<file path="src/rtl/ppi_port_ctrl.sv">
module ppi_port_ctrl (
  input  logic       clk,
  input  logic       rst_n,
  input  logic       cs,
  input  logic [1:0] addr,
  input  logic       rd,
  input  logic       wr,
  input  logic [7:0] din,
  output logic [7:0] dout,
  output logic       doe,
  input  logic [7:0] pa_in,
  output logic [7:0] pa_out,
  output logic       pa_oe,
  input  logic [7:0] pb_in,
  output logic [7:0] pb_out,
  output logic       pb_oe,
  input  logic [7:0] pc_in,
  output logic [7:0] pc_out,
  output logic [7:0] pc_oe
);

  logic [7:0] ctrl, pa_lat, pb_lat, pc_lat, pa_cap, pb_cap;
  logic ibf_a, obf_a, intr_ai, intr_ao, inte_ai, inte_ao;
  logic ibf_b, obf_b, intr_b, inte_b;
  logic stb_a_q, ack_a_q, hs_b_q;

  wire a_m2 = ctrl[6];
  wire a_m1 = (ctrl[6:5] == 2'b01);
  wire a_in = ctrl[4];
  wire b_m1 = ctrl[2];
  wire b_in = ctrl[1];
  wire a_inmode  = a_m2 | (a_m1 & a_in);
  wire a_outmode = a_m2 | (a_m1 & ~a_in);

  wire wr_a = cs & wr & (addr == 2'd0);
  wire wr_b = cs & wr & (addr == 2'd1);
  wire wr_c = cs & wr & (addr == 2'd2);
  wire wr_k = cs & wr & (addr == 2'd3);
  wire rd_a = cs & rd & (addr == 2'd0);
  wire rd_b = cs & rd & (addr == 2'd1);
  wire mode_wr = wr_k & din[7];
  wire bit_wr  = wr_k & ~din[7];
  wire [2:0] bit_sel = din[3:1];
  wire bit_val = din[0];

  wire stb_a_fall = a_inmode  &  stb_a_q & ~pc_in[4];
  wire stb_a_rise = a_inmode  & ~stb_a_q &  pc_in[4];
  wire ack_a_fall = a_outmode &  ack_a_q & ~pc_in[6];
  wire ack_a_rise = a_outmode & ~ack_a_q &  pc_in[6];
  wire hs_b_fall  = b_m1 &  hs_b_q & ~pc_in[2];
  wire hs_b_rise  = b_m1 & ~hs_b_q &  pc_in[2];

  wire inte_ai_wr = bit_wr & (bit_sel == 3'd4) & a_inmode;
  wire inte_ao_wr = bit_wr & (bit_sel == 3'd6) & a_outmode;
  wire inte_b_wr  = bit_wr & (bit_sel == 3'd2) & b_m1;

  always_ff @(posedge clk) begin
    if (!rst_n) begin
      stb_a_q <= 1'b1;
      ack_a_q <= 1'b1;
      hs_b_q  <= 1'b1;
    end else begin
      stb_a_q <= pc_in[4];
      ack_a_q <= pc_in[6];
      hs_b_q  <= pc_in[2];
    end
  end

  always_ff @(posedge clk) begin
    if (!rst_n) begin
      ctrl   <= 8'h9B;
      pa_lat <= '0;
      pb_lat <= '0;
      pc_lat <= '0;
    end else if (mode_wr) begin
      ctrl   <= din;
      pa_lat <= '0;
      pb_lat <= '0;
      pc_lat <= '0;
    end else begin
      if (wr_a) pa_lat <= din;
      if (wr_b) pb_lat <= din;
      if (wr_c) pc_lat <= din;
      else if (bit_wr) pc_lat[bit_sel] <= bit_val;
    end
  end

  always_ff @(posedge clk) begin
    if (!rst_n) begin
      pa_cap <= '0;
      pb_cap <= '0;
    end else begin
      if (stb_a_fall) pa_cap <= pa_in;
      if (hs_b_fall && b_in) pb_cap <= pb_in;
    end
  end

  always_ff @(posedge clk) begin
    if (!rst_n || mode_wr) begin
      inte_ai <= 1'b0;
      inte_ao <= 1'b0;
      inte_b  <= 1'b0;
    end else begin
      if (inte_ai_wr) inte_ai <= bit_val;
      if (inte_ao_wr) inte_ao <= bit_val;
      if (inte_b_wr)  inte_b  <= bit_val;
    end
  end

  always_ff @(posedge clk) begin
    if (!rst_n || mode_wr) begin
      ibf_a   <= 1'b0;
      intr_ai <= 1'b0;
    end else begin
      if (stb_a_fall) ibf_a <= 1'b1;
      else if (rd_a && a_inmode) ibf_a <= 1'b0;
      if (inte_ai_wr && !bit_val) intr_ai <= 1'b0;
      else if (stb_a_rise && ibf_a && inte_ai) intr_ai <= 1'b1;
      else if (rd_a && a_inmode) intr_ai <= 1'b0;
    end
  end

  always_ff @(posedge clk) begin
    if (!rst_n || mode_wr) begin
      obf_a   <= 1'b0;
      intr_ao <= 1'b0;
    end else begin
      if (wr_a && a_outmode) obf_a <= 1'b1;
      else if (ack_a_fall) obf_a <= 1'b0;
      if (inte_ao_wr && !bit_val) intr_ao <= 1'b0;
      else if (wr_a && a_outmode) intr_ao <= 1'b0;
      else if (ack_a_rise && inte_ao && !obf_a) intr_ao <= 1'b1;
    end
  end

  always_ff @(posedge clk) begin
    if (!rst_n || mode_wr) begin
      ibf_b  <= 1'b0;
      obf_b  <= 1'b0;
      intr_b <= 1'b0;
    end else begin
      if (hs_b_fall && b_in) ibf_b <= 1'b1;
      else if (rd_b && b_m1 && b_in) ibf_b <= 1'b0;
      if (wr_b && b_m1 && !b_in) obf_b <= 1'b1;
      else if (hs_b_fall && !b_in) obf_b <= 1'b0;
      if (inte_b_wr && !bit_val) intr_b <= 1'b0;
      else if (b_m1 && b_in) begin
        if (hs_b_rise && ibf_b && inte_b) intr_b <= 1'b1;
        else if (rd_b) intr_b <= 1'b0;
      end else if (b_m1) begin
        if (wr_b) intr_b <= 1'b0;
        else if (hs_b_rise && inte_b && !obf_b) intr_b <= 1'b1;
      end
    end
  end

  wire [7:0] hs_out   = {a_outmode, 1'b0, a_inmode, 1'b0, a_m1 | a_m2, 1'b0, b_m1, b_m1};
  wire [7:0] hs_in    = {1'b0, a_outmode, 1'b0, a_inmode, 1'b0, b_m1, 2'b00};
  wire [7:0] hs_val   = {~obf_a, 1'b0, ibf_a, 1'b0, intr_ai | intr_ao, 1'b0,
                         b_in ? ibf_b : ~obf_b, intr_b};
  wire [7:0] inte_val = {1'b0, inte_ao, 1'b0, inte_ai, 1'b0, inte_b, 2'b00};
  wire [7:0] gpio_out = {{4{~ctrl[3]}}, {4{~ctrl[0]}}};
  wire [7:0] gpio     = ~(hs_out | hs_in);

  wire [7:0] pc_rd = (hs_out & hs_val) | (hs_in & inte_val) |
                     (gpio & ((gpio_out & pc_lat) | (~gpio_out & pc_in)));
  wire [7:0] pa_rd = a_inmode ? pa_cap : (a_in ? pa_in : pa_lat);
  wire [7:0] pb_rd = (b_m1 && b_in) ? pb_cap : (b_in ? pb_in : pb_lat);

  assign pa_out = pa_lat;
  assign pa_oe  = a_m2 ? ~pc_in[6] : ~a_in;
  assign pb_out = pb_lat;
  assign pb_oe  = ~b_in;
  assign pc_out = (hs_out & hs_val) | (~hs_out & pc_lat);
  assign pc_oe  = hs_out | (gpio & gpio_out);
  assign doe    = cs & rd;

  always_comb begin
    dout = '0;
    if (doe) begin
      case (addr)
        2'd0: dout = pa_rd;
        2'd1: dout = pb_rd;
        2'd2: dout = pc_rd;
        default: dout = ctrl;
      endcase
    end
  end

  AST_MODE_CLEARS: assert property (@(posedge clk) disable iff (!rst_n)
    mode_wr |=> (!ibf_a && !obf_a && !ibf_b && !obf_b && pa_lat == 8'h00 && pb_lat == 8'h00 && pc_lat == 8'h00));
  AST_IBF_ON_STROBE: assert property (@(posedge clk) disable iff (!rst_n)
    (a_inmode && stb_a_q && !pc_in[4] && !mode_wr) |=> ibf_a);
  AST_INTR_NEEDS_INTE: assert property (@(posedge clk) disable iff (!rst_n)
    intr_ai |-> inte_ai);
  AST_OBF_ON_WRITE: assert property (@(posedge clk) disable iff (!rst_n)
    (wr_a && a_outmode) |=> (obf_a && !pc_out[7]));
  AST_ACK_CLEARS_OBF: assert property (@(posedge clk) disable iff (!rst_n)
    (a_outmode && ack_a_q && !pc_in[6] && !wr_a) |=> !obf_a);
  AST_BIDIR_DRIVE: assert property (@(posedge clk) disable iff (!rst_n)
    (a_m2 && pa_oe) |-> !pc_in[6]);

endmodule

</file>
<file path="config.mk">
export PLATFORM = sky130hd
export DESIGN_NAME = ppi_port_ctrl
export DESIGN_NICKNAME = d
export VERILOG_FILES = /design/src/rtl/ppi_port_ctrl.sv
export SDC_FILE = /design/constraint.sdc
export NUM_CORES = 1
export LEC_CHECK = 0
export CORE_MARGIN = 2
export CORE_UTILIZATION = 52
export CTS_BUF_LIST = sky130_fd_sc_hd__clkbuf_4
export CTS_CLUSTER_SIZE = 8
export DETAILED_ROUTE_END_ITERATION = 12
export PLACE_DENSITY = 0.82
export SLEW_MARGIN = 20
export SYNTH_ARGS = -nofsm -noshare
export SYNTH_HDL_FRONTEND = slang
export SYNTH_SLANG_ARGS = --single-unit
export TNS_END_PERCENT = 10
</file>
<file path="constraint.sdc">
create_clock -name clk -period 1.8 [get_ports clk]
set_input_delay 0.36 -clock clk [delete_from_list [all_inputs] [get_ports clk]]
set_output_delay 0.36 -clock clk [all_outputs]
set_load 0.01 [all_outputs]
</file>
==> summary.log <==
[outcome] outcome complete, but fails checks
[outcome] failing checks setup timing
[power_and_ir_drop] fraction of power spent switching nets 30.49%
[floorplan] Chip Width 86.86 µm
[clock_tree] number of clock buffers inserted by TritonCTS 9
[timing] final number of setup-violating endpoints 18
[logic_synthesis] Synthesis Warnings 0
[global_routing] GRT Overall Usage 36.58%
[clock_tree] number of buffers on the longest clock path 2
[power_and_ir_drop] sequential share of power 45.9%
[power_and_ir_drop] clock network fraction of design power 33.0%
[logic_synthesis] post-synth cell types 56
[worst_setup_path] class of the most critical setup path register to output pin
[logic_synthesis] XOR/XNOR Fraction of Synth Area 0%
[clock_tree] clock latency at the later pin of the worst-skew pair 0.43 ns
[logic_synthesis] Net Count, Synth 483
[logic_synthesis] cells after synthesis 444
[global_routing] global-route wire length before repair 21110 µm
[timing] final-report hold violation count 0
[power_and_ir_drop] cell-internal power 0.002097 W
[power_and_ir_drop] part of the total power dissipated in combinational logic 21.1%
[clock_tree] TritonCTS clock tree built
[place] post-detailed-placement half-perimeter wirelength 9158 µm
[floorplan] height of the chip 86.86 µm
[worst_setup_path] cell family with the largest share of critical-path delay compound AO/OA/AOI/OAI gates
[logic_synthesis] adder-cell share of the synthesized area 0%
[cells_and_area] area growth from synthesis to final layout 56.22%
[power_and_ir_drop] switching power total 0.0009198 W
[worst_setup_path] Crit path arrival time 1.88 ns
[timing] final hold slack 0.4725 ns
[place] global placer's final weighted congestion 1.007
[logic_synthesis] fraction of post-synthesis cell area in the top cell type by area 34.21%
[routing] via total after detailed routing 4371
[routing] WL/cell 19.97 µm
[logic_synthesis] number of enable-type register cells in the synthesized netlist 0
[logic_synthesis] flops & latches, synth 61
[logic_synthesis] Synth area leader dfxtp_1
[logic_synthesis] mux cell area share after synthesis 10.76%
[timing] Worst slew margin 69.03%
[global_routing] grt ovf 0
[clock_tree] Max H-tree Level 3
[timing] fin crit share 124.3%
[timing] maximum clock rate 446.8 MHz
[logic_synthesis] largest cells by area after synthesis dfxtp_1 (34%), mux2i_1 (9.8%), nand2_1 (8.5%)
[logic_synthesis] largest family of logic cells by synthesized area simple AND/OR/NAND/NOR gates
[floorplan] initial standard-cell utilization of the core 53.13%
[logic_synthesis] simple-gate portion of the synthesized area 26.36%
[timing] maximum clock skew at final layout 0.01768 ns
[floorplan] full die area 7544 µm²
[timing] unrepaired setup endpoints after global routing yes
[place] number of buffer cells added on primary ports 81
[timing] final count of pins violating max slew 0
[global_routing] pin count of the biggest net entering global routing 27
[power_and_ir_drop] VDD IR max 548.9 µV
[routing] via density per instance 6.174
[logic_synthesis] Post-Synthesis Cell Area 3570 µm²
[place] placed standard-cell area 5094 µm²
[clock_tree] sinks on the clock net 61
[floorplan] Boundary Pins 82
[clock_tree] Root Buffer clkbuf_4
[routing] first-iteration detailed-routing DRC count 445
[power_and_ir_drop] power after layout 0.003017 W
[floorplan] CORE AREA 6719 µm²
[routing] remaining design rule violation count 0
[logic_synthesis] Synth async-reset ratio 0%
[power_and_ir_drop] Power Dens Cells 541.0 nW/µm²
[cells_and_area] Post-Layout Inst Area 5577 µm²
[worst_setup_path] Max stage delay cell, worst path dfxtp_4
[timing] aggregate negative setup slack -4.359 ns
[cells_and_area] proportion of layout cells with a drive suffix above 1 35.99%
[worst_setup_path] CP Launch Type register
[logic_synthesis] top cells by count, synth nand2_1 (81), dfxtp_1 (61), mux2i_1 (35), nor2_1 (35), a21oi_1 (33)
[logic_synthesis] part of the Yosys area used for sequential elements 34.21%
[logic_synthesis] cell with the most instances after synthesis nand2_1
[clock_tree] Hold Buf Count CTS 0
[cells_and_area] n_diodes 0
[logic_synthesis] predominant post-synthesis flop cell dfxtp_1
[hold_path] worst min path class register to register
[floorplan] Cell Rows 30
[routing] post-route antenna net violation count 0
[timing] actual transition at the worst max-transition pin 0.4585 ns
[global_routing] antenna violations before repair 0
[logic_synthesis] synthesized area per cell 8.040 µm²
[run] max cap viols 0
[clock_tree] clock-pin slew reported for the worst setup and hold paths after clock tree synthesis 0.12 ns
[global_routing] vias in the first global route 4181
[timing] fin worst setup slack -0.4382 ns
[worst_setup_path] crit path capture type output pin
[timing] minimum clock period after layout 2.238 ns
[worst_setup_path] slowest stage delay, CP 0.43 ns
[worst_setup_path] CP Data Required Time 1.44 ns
[worst_setup_path] Buf+Inv Stages, Crit Path 2
[cells_and_area] Layout Nets 662
[worst_setup_path] peak fanout along the critical path 12
[power_and_ir_drop] static leakage 2.561 nW
[logic_synthesis] compound-cell area share of the yosys netlist 20.93%
[routing] first drt pass iteration count 5
[worst_setup_path] crit path cell chain buf_8 > nand2_1 > a2bb2oi_1 > o221ai_1 > o311a_1 > buf_2
[routing] total wirelength of the detailed-routed design 14140 µm
==> stage by stage <==
| stage | instances | util [%] | setup slack [ns] |
|---|---|---|---|
| 6_report | 708 | 83.00 | -0.4382 |
| 5_1_grt | 708 | 83.00 | -0.5022 |
| 4_1_cts | 705 | 81.23 | -0.4057 |
| 3_5_place_dp | 675 | 75.81 | -0.8214 |
| 3_3_place_gp | 675 | 75.81 | -0.8189 |
| 2_1_floorplan | 444 | - | 0.06291 |
==> cells by family after synthesis <==
group                  count (synthesis)
AND/OR/NAND/NOR                      191
multiplexers                          38
flip-flops                            61
buffers and inverters                 46
AO/OA/AOI/OAI                        108
==> worst min-delay path: stages, from the launching register on <==
cell	delay (ns)
dfxtp_1	0.33
nand2_1	0.04
a21boi_0	0.06
==> cells in the final DEF, fill, tap and decap left out, types with 3 or more instances in the layout <==
cell and n:
nor2_2 3, a31oi_1 3, a211oi_1 4, nand3_1 23, o21ai_2 3, nand2_1 77, dfxtp_4 5, dlygate4sd2_1 5
mux2i_1 33, nor3_2 3, nand2_2 4, clkdlybuf4s50_1 43, clkinvlp_4 3, clkbuf_4 9, dfxtp_1 52, nand2b_1 6
nor2b_1 16, buf_12 3, nor3_1 3, o221ai_1 3, o311a_1 3, inv_1 4, dlymetal6s2s_1 11, dfxtp_2 4
a21boi_0 11, nand4b_1 3, buf_6 22, o21ai_0 9, o211ai_1 3, a21oi_1 31, a211oi_2 11, buf_4 103
buf_2 18, nor2_1 30
==> what timing repair did <==
item,in CTS,in global routing
gates resized for setup,151,36
pin swaps,25,9
setup buffers,15,3
gates cloned,0,1
hold endpoints to repair,0,0
setup endpoints to repair,35,42
==> layer usage <==
layer  vias up  global-route usage [%]  routed length (µm)
li1       1934                       -                   -
met1      2062                   44.14                5298
met2       286                   61.35                6722
met3        89                   6.540                1274
met4         0                   20.17                 845
met5         -                       0                   0
==> registers in the layout, summed over array words and instances, names as in the netlist <==
signal   count
ctrl         8
pa_cap       8
pa_out       8
pb_cap       8
pb_out       8
pc_lat       8
ack_a_q      1
hs_b_q       1
ibf_a        1
ibf_b        1
inte_ai      1
inte_ao      1
inte_b       1
intr_ai      1
intr_ao      1
intr_b       1
obf_a        1
obf_b        1
stb_a_q      1
==> final cells by class <==
| type | instances | area [µm²] |
|---|---|---|
| clock inverters | 7 | 66.31 |
| multi-input cells | 337 | 2245 |
| repair buffers | 209 | 1829 |
| fillers | 387 | 1142 |
| well taps | 80 | 100.1 |
| clock buffers | 9 | 67.56 |
| flip-flops and latches | 61 | 1245 |
| inverters | 5 | 23.77 |
==> path summary, 6_finish.rpt <==
| check | from | endpoint | slack, ns | cells after the start |
|---|---|---|---|---|
| max | ctrl[1]$_SDFFE_PN1P_ | dout[2] | -0.44 | 6 |
| min | pb_cap[1]$_SDFFE_PN0P_ | pb_cap[1]$_SDFFE_PN0P_ | 0.47 | 2 |
| max reg2reg | ctrl[2]$_SDFFE_PN0P_ | intr_b$_SDFFE_PP0P_ | 0.10 | 6 |
| min reg2reg | pb_cap[1]$_SDFFE_PN0P_ | pb_cap[1]$_SDFFE_PN0P_ | 0.47 | 2 |
==> power groups by stage <==
| stage | Combinational (W) | Clock [W] | Sequential, W |
|---|---|---|---|
| 5_1_grt | 0.000666 | 0.00104 | 0.00139 |
| 2_1_floorplan | 0.000248 | 0 | 0.00142 |
| 3_5_place_dp | 0.000573 | 0 | 0.00142 |
| 3_3_place_gp | 0.000564 | 0 | 0.00142 |
| 4_1_cts | 0.000599 | 0.000975 | 0.00138 |
| 6_report | 0.000635 | 0.000997 | 0.00138 |
Note: power is estimated with default switching activity, not from simulation.
